===== src/rtl/sdram_cmd_guard.sv =====
module sdram_cmd_guard #(
  parameter int FW       = 4,
  parameter int RCW      = 4,
  parameter int REF_UNIT = 64,
  parameter int BANKS    = 4
) (
  input  logic                     clk,
  input  logic                     rst_n,
  input  logic                     cmd_valid,
  input  logic [2:0]               cmd_code,
  input  logic [$clog2(BANKS)-1:0] cmd_bank,
  input  logic [FW-1:0]            cfg_act2rw,
  input  logic [FW-1:0]            cfg_pre2act,
  input  logic [FW-1:0]            cfg_ref2act,
  input  logic [FW-1:0]            cfg_rd2pre,
  input  logic [FW-1:0]            cfg_rd2wr,
  input  logic [FW-1:0]            cfg_wr2pre,
  input  logic                     cfg_ref_en,
  input  logic [RCW-1:0]           cfg_ref_cnt,
  output logic                     ok_act,
  output logic                     ok_rd,
  output logic                     ok_wr,
  output logic                     ok_pre,
  output logic                     ok_prea,
  output logic                     ok_ref,
  output logic                     ref_req
);
  localparam int CW = FW + 1;
  localparam int UW = $clog2(REF_UNIT);
  localparam int TW = UW + RCW;

  localparam logic [2:0] C_ACT  = 3'd1;
  localparam logic [2:0] C_RD   = 3'd2;
  localparam logic [2:0] C_WR   = 3'd3;
  localparam logic [2:0] C_PRE  = 3'd4;
  localparam logic [2:0] C_PREA = 3'd5;
  localparam logic [2:0] C_REF  = 3'd6;

  function automatic logic [CW-1:0] down(input logic [CW-1:0] v);
    return (v == '0) ? '0 : v - 1'b1;
  endfunction

  logic [BANKS-1:0] open_q, act_run, pre_run, pre_busy;
  logic [CW-1:0]    rdwr_q, refa_q;
  logic [TW-1:0]    tmr_q;

  wire do_act  = cmd_valid && cmd_code == C_ACT  && ok_act;
  wire do_rd   = cmd_valid && cmd_code == C_RD   && ok_rd;
  wire do_wr   = cmd_valid && cmd_code == C_WR   && ok_wr;
  wire do_pre  = cmd_valid && cmd_code == C_PRE  && ok_pre;
  wire do_prea = cmd_valid && cmd_code == C_PREA && ok_prea;
  wire do_ref  = cmd_valid && cmd_code == C_REF  && ok_ref;

  for (genvar b = 0; b < BANKS; b++) begin : g_bank
    logic [CW-1:0] act_q, pre_q, rdp_q, wrp_q;
    wire hit = cmd_bank == b;

    always_ff @(posedge clk) begin
      if (!rst_n) begin
        open_q[b] <= 1'b0;
        act_q     <= '0;
        pre_q     <= '0;
        rdp_q     <= '0;
        wrp_q     <= '0;
      end else begin
        if (do_act && hit)                    open_q[b] <= 1'b1;
        else if ((do_pre && hit) || do_prea)  open_q[b] <= 1'b0;
        act_q <= (do_act && hit) ? {1'b0, cfg_act2rw} : down(act_q);
        pre_q <= ((do_pre && hit) || do_prea) ? {1'b0, cfg_pre2act} : down(pre_q);
        rdp_q <= (do_rd && hit) ? down({1'b0, cfg_rd2pre}) : down(rdp_q);
        wrp_q <= (do_wr && hit) ? down({1'b0, cfg_wr2pre}) : down(wrp_q);
      end
    end

    assign act_run[b]  = |act_q;
    assign pre_run[b]  = |pre_q;
    assign pre_busy[b] = |rdp_q || |wrp_q;
  end

  always_ff @(posedge clk) begin
    if (!rst_n) begin
      rdwr_q <= '0;
      refa_q <= '0;
    end else begin
      rdwr_q <= do_rd  ? down({1'b0, cfg_rd2wr})  : down(rdwr_q);
      refa_q <= do_ref ? down({cfg_ref2act, 1'b0}) : down(refa_q);
    end
  end

  assign ok_act  = !open_q[cmd_bank] && !pre_run[cmd_bank] && refa_q == '0;
  assign ok_rd   = open_q[cmd_bank] && !act_run[cmd_bank];
  assign ok_wr   = ok_rd && rdwr_q == '0;
  assign ok_pre  = !pre_busy[cmd_bank];
  assign ok_prea = ~|pre_busy;
  assign ok_ref  = ~|open_q && ~|pre_run && refa_q == '0;

  wire [TW-1:0] tmr_last = {cfg_ref_cnt, {UW{1'b1}}};
  wire          expire   = cfg_ref_en && tmr_q == tmr_last;

  always_ff @(posedge clk) begin
    if (!rst_n) begin
      tmr_q   <= '0;
      ref_req <= 1'b0;
    end else begin
      if (!cfg_ref_en || expire) tmr_q <= '0;
      else                       tmr_q <= tmr_q + 1'b1;
      if (expire)      ref_req <= 1'b1;
      else if (do_ref) ref_req <= 1'b0;
    end
  end
endmodule



===== config.mk =====
export PLATFORM = sky130hd
export DESIGN_NAME = sdram_cmd_guard
export DESIGN_NICKNAME = d
export VERILOG_FILES = /design/src/rtl/sdram_cmd_guard.sv
export SDC_FILE = /design/constraint.sdc
export NUM_CORES = 1
export LEC_CHECK = 0
export ABC_AREA = 1
export CAP_MARGIN = 5
export CORE_MARGIN = 2
export CORE_UTILIZATION = 49
export DETAILED_ROUTE_END_ITERATION = 6
export PLACE_DENSITY_LB_ADDON = 0.15
export SLEW_MARGIN = 40
export SYNTH_ARGS = -nofsm -noshare
export SYNTH_HDL_FRONTEND = slang
export SYNTH_SLANG_ARGS = --single-unit

===== constraint.sdc =====
create_clock -name clk -period 3.4 [get_ports clk]
set_input_delay 0.68 -clock clk [delete_from_list [all_inputs] [get_ports clk]]
set_output_delay 0.68 -clock clk [all_outputs]
set_load 0.05 [all_outputs]

## Word-level counts from Yosys, hierarchy flattened

Cells that the tools add are included.

| word-level totals | value |
|---|---|
| flip-flop bits (word level) | 105 |
| output and inout port bits | 7 |
| bits of input ports | 37 |
| word-level logic and storage cells | 233 |

| operators by class | value |
|---|---|
| $add $sub $neg | 23 |
| mux-type cells | 58 |
| bitwise logic cells | 1 |
| magnitude comparators | 1 |
| equality and inequality tests | 10 |
| reduce and logical (&&, ||, !) cells | 108 |

Operators with widths:

| cell | number |
|---|---|
| $mux 5 | 24 |
| $sub 5x1->5 const B | 19 |
| $logic_not 5->1 | 18 |
| $reduce_or 5->1 | 16 |
| $mux 4 | 16 |
| $logic_and 1x1->1 | 35 |
| $reduce_or 3->1 | 8 |
| $reduce_or 20->1 | 1 |
| $logic_not 4->1 | 4 |
| $sub 4x1->5 const B | 3 |
| $mux 1 | 14 |
| $add 10x1->10 const B | 1 |
| $eq 10x10->1 | 1 |
| $reduce_bool 2->1 | 5 |
| $eq 3x3->1 const B | 3 |
| $logic_or 1x1->1 | 9 |
| $bmux 1 s2 | 4 |
| $logic_not 1->1 | 8 |
| $reduce_or 4->1 | 2 |
| $eq 3x2->1 const B | 2 |
| $eq 2x2->1 const B | 2 |
| $eq 3x1->1 const B | 1 |
| $lt 2x3->1 const B | 1 |
| $eq 2x1->1 const B | 1 |
| other kinds (3) | 3 |

## Logic depth before layout (Yosys ltp)

| logic depth | value |
|---|---|
| depth after elaboration | 10 |
| gate-level depth with buffers | 13 |
| mapped depth without buffers | 13 |

## Worst setup path before layout

Ideal clock, no wire load.

| path | value |
|---|---|
| path type | input port to output port |
| from | in cmd_bank[1] |
| to | out ok_act |
| required time | 2.720 ns |
| stages | 5 |
| buffers on the path | 0 |
| arrival time | 2.627 ns |
| setup slack | 0.093 ns |
| cell sequence | nand2_2 inv_2 nand2_2 nand4_4 nor4_1 |

| between the ends | value |
|---|---|
| cells in the longest elaborated chain, start to end | 5 |
| elaborated cells between the ends (all ways) | 8 |
| classes of those cells | mux: 4; reduce/logical: 4 |

RTL lines:

| item | line | source |
|---|---|---|
| start, declared | 11 | `input logic [$clog2(BANKS)-1:0] cmd_bank,` |
| $bmux 1 s2 | 90 | `assign ok_act = !open_q[cmd_bank] && !pre_run[cmd_bank] && refa_q == '0;` |
| $mux 1 (implied by the code) | 90 |  |
| $logic_not 1->1 | 90 |  |
| $logic_and 1x1->1 * (2 in series) | 90 |  |
| end, declared | 20 | `output logic ok_act,` |

Mark *: on every way between the ends. The rest lies on a longest branch, timed or not. The select of a mux whose other input is x is not followed.

## Worst setup path after layout

| path | value |
|---|---|
| from | in cmd_bank[0] |
| to | out ok_act |

The elaborated chain is that of the path after synthesis.

==> flow_metrics.py <==
metrics = {
    "status": {
        "status": "completed",
    },
    "timing": {
        "finalHoldViolCount": 0,
        "setup_tns_ns": 0,
        "drv_slew": 0,
        "finClkSkew_ns": 0.009399,
        "worst_pin_slew_ns": 0.7610,
        "holdWs_ns": 0.4668,
        "fin_crit_sh": 0.9093,
        "layout_min_cycle_time_ns": 3.092,
        "max_slew_margin": 0.4927,
        "setup_viol": 0,
        "fmax_mhz": 323.5,
        "grt_setup_unrepaired": "false",
    },
    "grt": {
        "grt_usage": 0.2058,
        "grt_max_degree": 74,
        "grt-ovfl-total": 0,
        "grt_pass1_wl_um": 23630,
        "antenna_found_initial": 0,
        "grt_pass1_vias": 5232,
    },
    "synth": {
        "synthArstFlopShare": 0,
        "syn_nets": 1035,
        "yosys_warnings": 0,
        "synth_cell_type_count": 35,
        "syn_avg_cell_area_um2": 6.615,
        "synth_area_um2": 6357,
        "synth_seq_area_share": 0.3306,
        "synth_edf_count": 0,
        "postSynthCellCount": 961,
        "ys_ff_latch": 105,
        "synth_ff_type": "dfxtp_1",
    },
    "floorplan": {
        "initial_utilization": 0.5038,
        "dieArea_um2": 13900,
        "ios": 44,
        "die_w_um": 117.9,
        "fp.dieH_um": 117.9,
        "coreArea_um2": 12620,
        "num_rows": 41,
    },
    "placement": {
        "portBuffers": 43,
        "hpwl_um": 10420,
        "place_congestion": 0.8218,
    },
    "pwr": {
        "p_leak_uw": 0.003522,
        "swShare": 0.4123,
        "p_switching_uw": 2712,
        "irDropWorstVdd_uv": 331.0,
        "clkPwrFrac": 0.182,
        "pwr-share-comb": 0.525,
        "p_int_uw": 3865,
        "powerDensity_nw_per_um2": 882.3,
        "pwr-share-seq": 0.292,
    },
    "route": {
        "routed_via_density": 4.990,
        "routedWlPerCell_um": 11.64,
        "first_pass_iters": 4,
        "ant_nets": 0,
        "via_count": 5958,
        "first_iter_violations": 252,
        "wl_um": 13900,
        "drcViolationCount": 0,
    },
    "critical_path": {
        "worstPathArrival_ns": 2.41,
        "worstPathMaxFanout": 5,
        "slowest_delay_ns": 0.62,
        "crit_family": "buffers and inverters",
        "rr_endpoint": "ref_req",
        "worst_setup_path_start_kind": "primary input",
        "reg2reg_from": "refa_q[0]",
        "rrSetupSlack_ns": 0.96,
        "critPathKind": "primary input to primary output",
        "endpoint_kind": "primary output",
        "critPathRequiredTime_ns": 2.72,
        "path_depth": 8,
        "path_cells": "clkdlybuf4s50_1 -> nor2_2 -> buf_4 -> nand2_1 -> nand2_1 -> nor4_1 -> buf_4 -> buf_12",
        "critPathCapture": "ok_act",
        "r2r.worst_path.cells": 10,
        "path_buf_inv": 4,
        "slowest_stage": "clkdlybuf4s50_1",
        "setup.worst_path.start": "cmd_bank[0]",
    },
    "cells_and_area": {
        "drive_gt1_frac": 0.07143,
        "diodes": 0,
        "final_cell_mix": "nor2_1 (184), nand2_1 (180), inv_1 (136)",
        "area_delta_synth_final_pct": 17.26,
        "utilization": 0.5907,
        "final_common_cell": "nor2_1",
        "fin_nets": 1091,
        "fillCellCount": 1238,
    },
    "cts": {
        "ctsHtreeMaxLevel": 3,
        "path_clk_slew_ns": 0.07,
        "clock_latency_ns": 0.36,
        "post_cts_buffers": 0,
        "ctsHoldBuffers": 0,
        "clockBufferDepth": 2,
        "tritoncts": "yes",
        "cts_resized": 1,
        "root_buffer": "clkbuf_16",
        "cts.sinks": 105,
        "cts_made_buffers": 9,
    },
    "job": {
        "cap_violations": 0,
    },
    "hold_path": {
        "hold_path.class": "register to register",
    },
}
## logic make-up after synthesis
family | Yosys count | synth area share
DFF | 105 | 0.3306
xor gates and xnor gates | 30 | 0.04133
and+or+nand+nor | 517 | 0.3678
adders and majority gates | 37 | 0.07282
AOI/OAI and AO/OA | 115 | 0.09467
buffers and inverters | 157 | 0.09270
## synth_stat cells (all sizes together) (2+ instances only)
library cell	count	area, um^2
nor3b	4	30.03
xnor2	16	140.1
xor2	14	122.6
nor4	5	31.28
ha	37	462.9
a21o	2	15.01
nand3b	4	30.03
clkinv	2	7.510
nor3	22	110.1
dfxtp	105	2102
nand2	183	694.4
nand3	64	335.3
inv	142	533.0
a31oi	5	31.28
clkbuf	12	45.04
or2	8	50.05
nand4	30	242.7
a21oi	58	290.3
and3	2	12.51
nor2	194	793.3
o21ai	45	225.2
## through the flow
| stage | area [um^2] | power [uW] | cells | setup WS [ns] |
|---|---|---|---|---|
| final | 7455 | 6577 | 1194 | 0.3084 |
| after floorplan | 6357 | 4604 | 961 | 0.09264 |
| after CTS | 7455 | 6621 | 1194 | 0.2430 |
| after detailed placement | 7112 | 5398 | 1178 | 0.3177 |
| after global placement | 7112 | 5356 | 1178 | 0.3468 |
| after global routing | 7455 | 7278 | 1194 | 0.09850 |
## tightest hold or removal path, cell delays in order (launching register included)
cell and delay [ns]:
dfxtp_1 0.31, nand2_1 0.06, a21oi_1 0.05
## how the worst min path moves through the flow
stage          endpoint  slack, ns  depth (start not counted)     start
6_report       tmr_q[3]       0.47                          2  tmr_q[3]
5_1_grt        tmr_q[0]       0.49                          1  tmr_q[0]
4_1_cts        tmr_q[3]       0.47                          2  tmr_q[3]
3_5_place_dp   tmr_q[3]       0.46                          2  tmr_q[3]
3_3_place_gp   tmr_q[0]       0.45                          1  tmr_q[0]
2_1_floorplan  tmr_q[0]       0.43                          1  tmr_q[0]
## routing by layer
layer	wire length (um)	GRT usage
met4	318	0.09111
met2	6375	0.3390
met3	451	0.03198
met1	6758	0.2660
met5	0	0
## power groups by stage
stage	logic, uW	registers (uW)	clock network, uW
global placement	3410	1940	0
detailed placement	3450	1950	0
global route	4020	1980	1280
floorplan	2710	1900	0
finish	3460	1920	1200
CTS	3470	1920	1230
## state kept, by name, indices dropped and copies added, names as in the netlist
signal and flops:
tmr_q 10, g_bank.pre_q 20, open_q 4, refa_q 5, g_bank.rdp_q 20, rdwr_q 5
g_bank.wrp_q 20, g_bank.act_q 20, ref_req 1
## area by class of cell
type / instances / area (um^2) / share of cell area
Inverter: 144 / 540.5 / 0.07251
Timing Repair Buffer: 58 / 586.8 / 0.07872
Multi-Input combinational cell: 699 / 3666 / 0.4918
Sequential cell: 105 / 2102 / 0.2820
Tap cell: 172 / 215.2 / 0.02887
Clock buffer: 10 / 229.0 / 0.03072
Clock inverter: 6 / 115.1 / 0.01544
No activity file was read; power rests on OpenSTA's default activity.
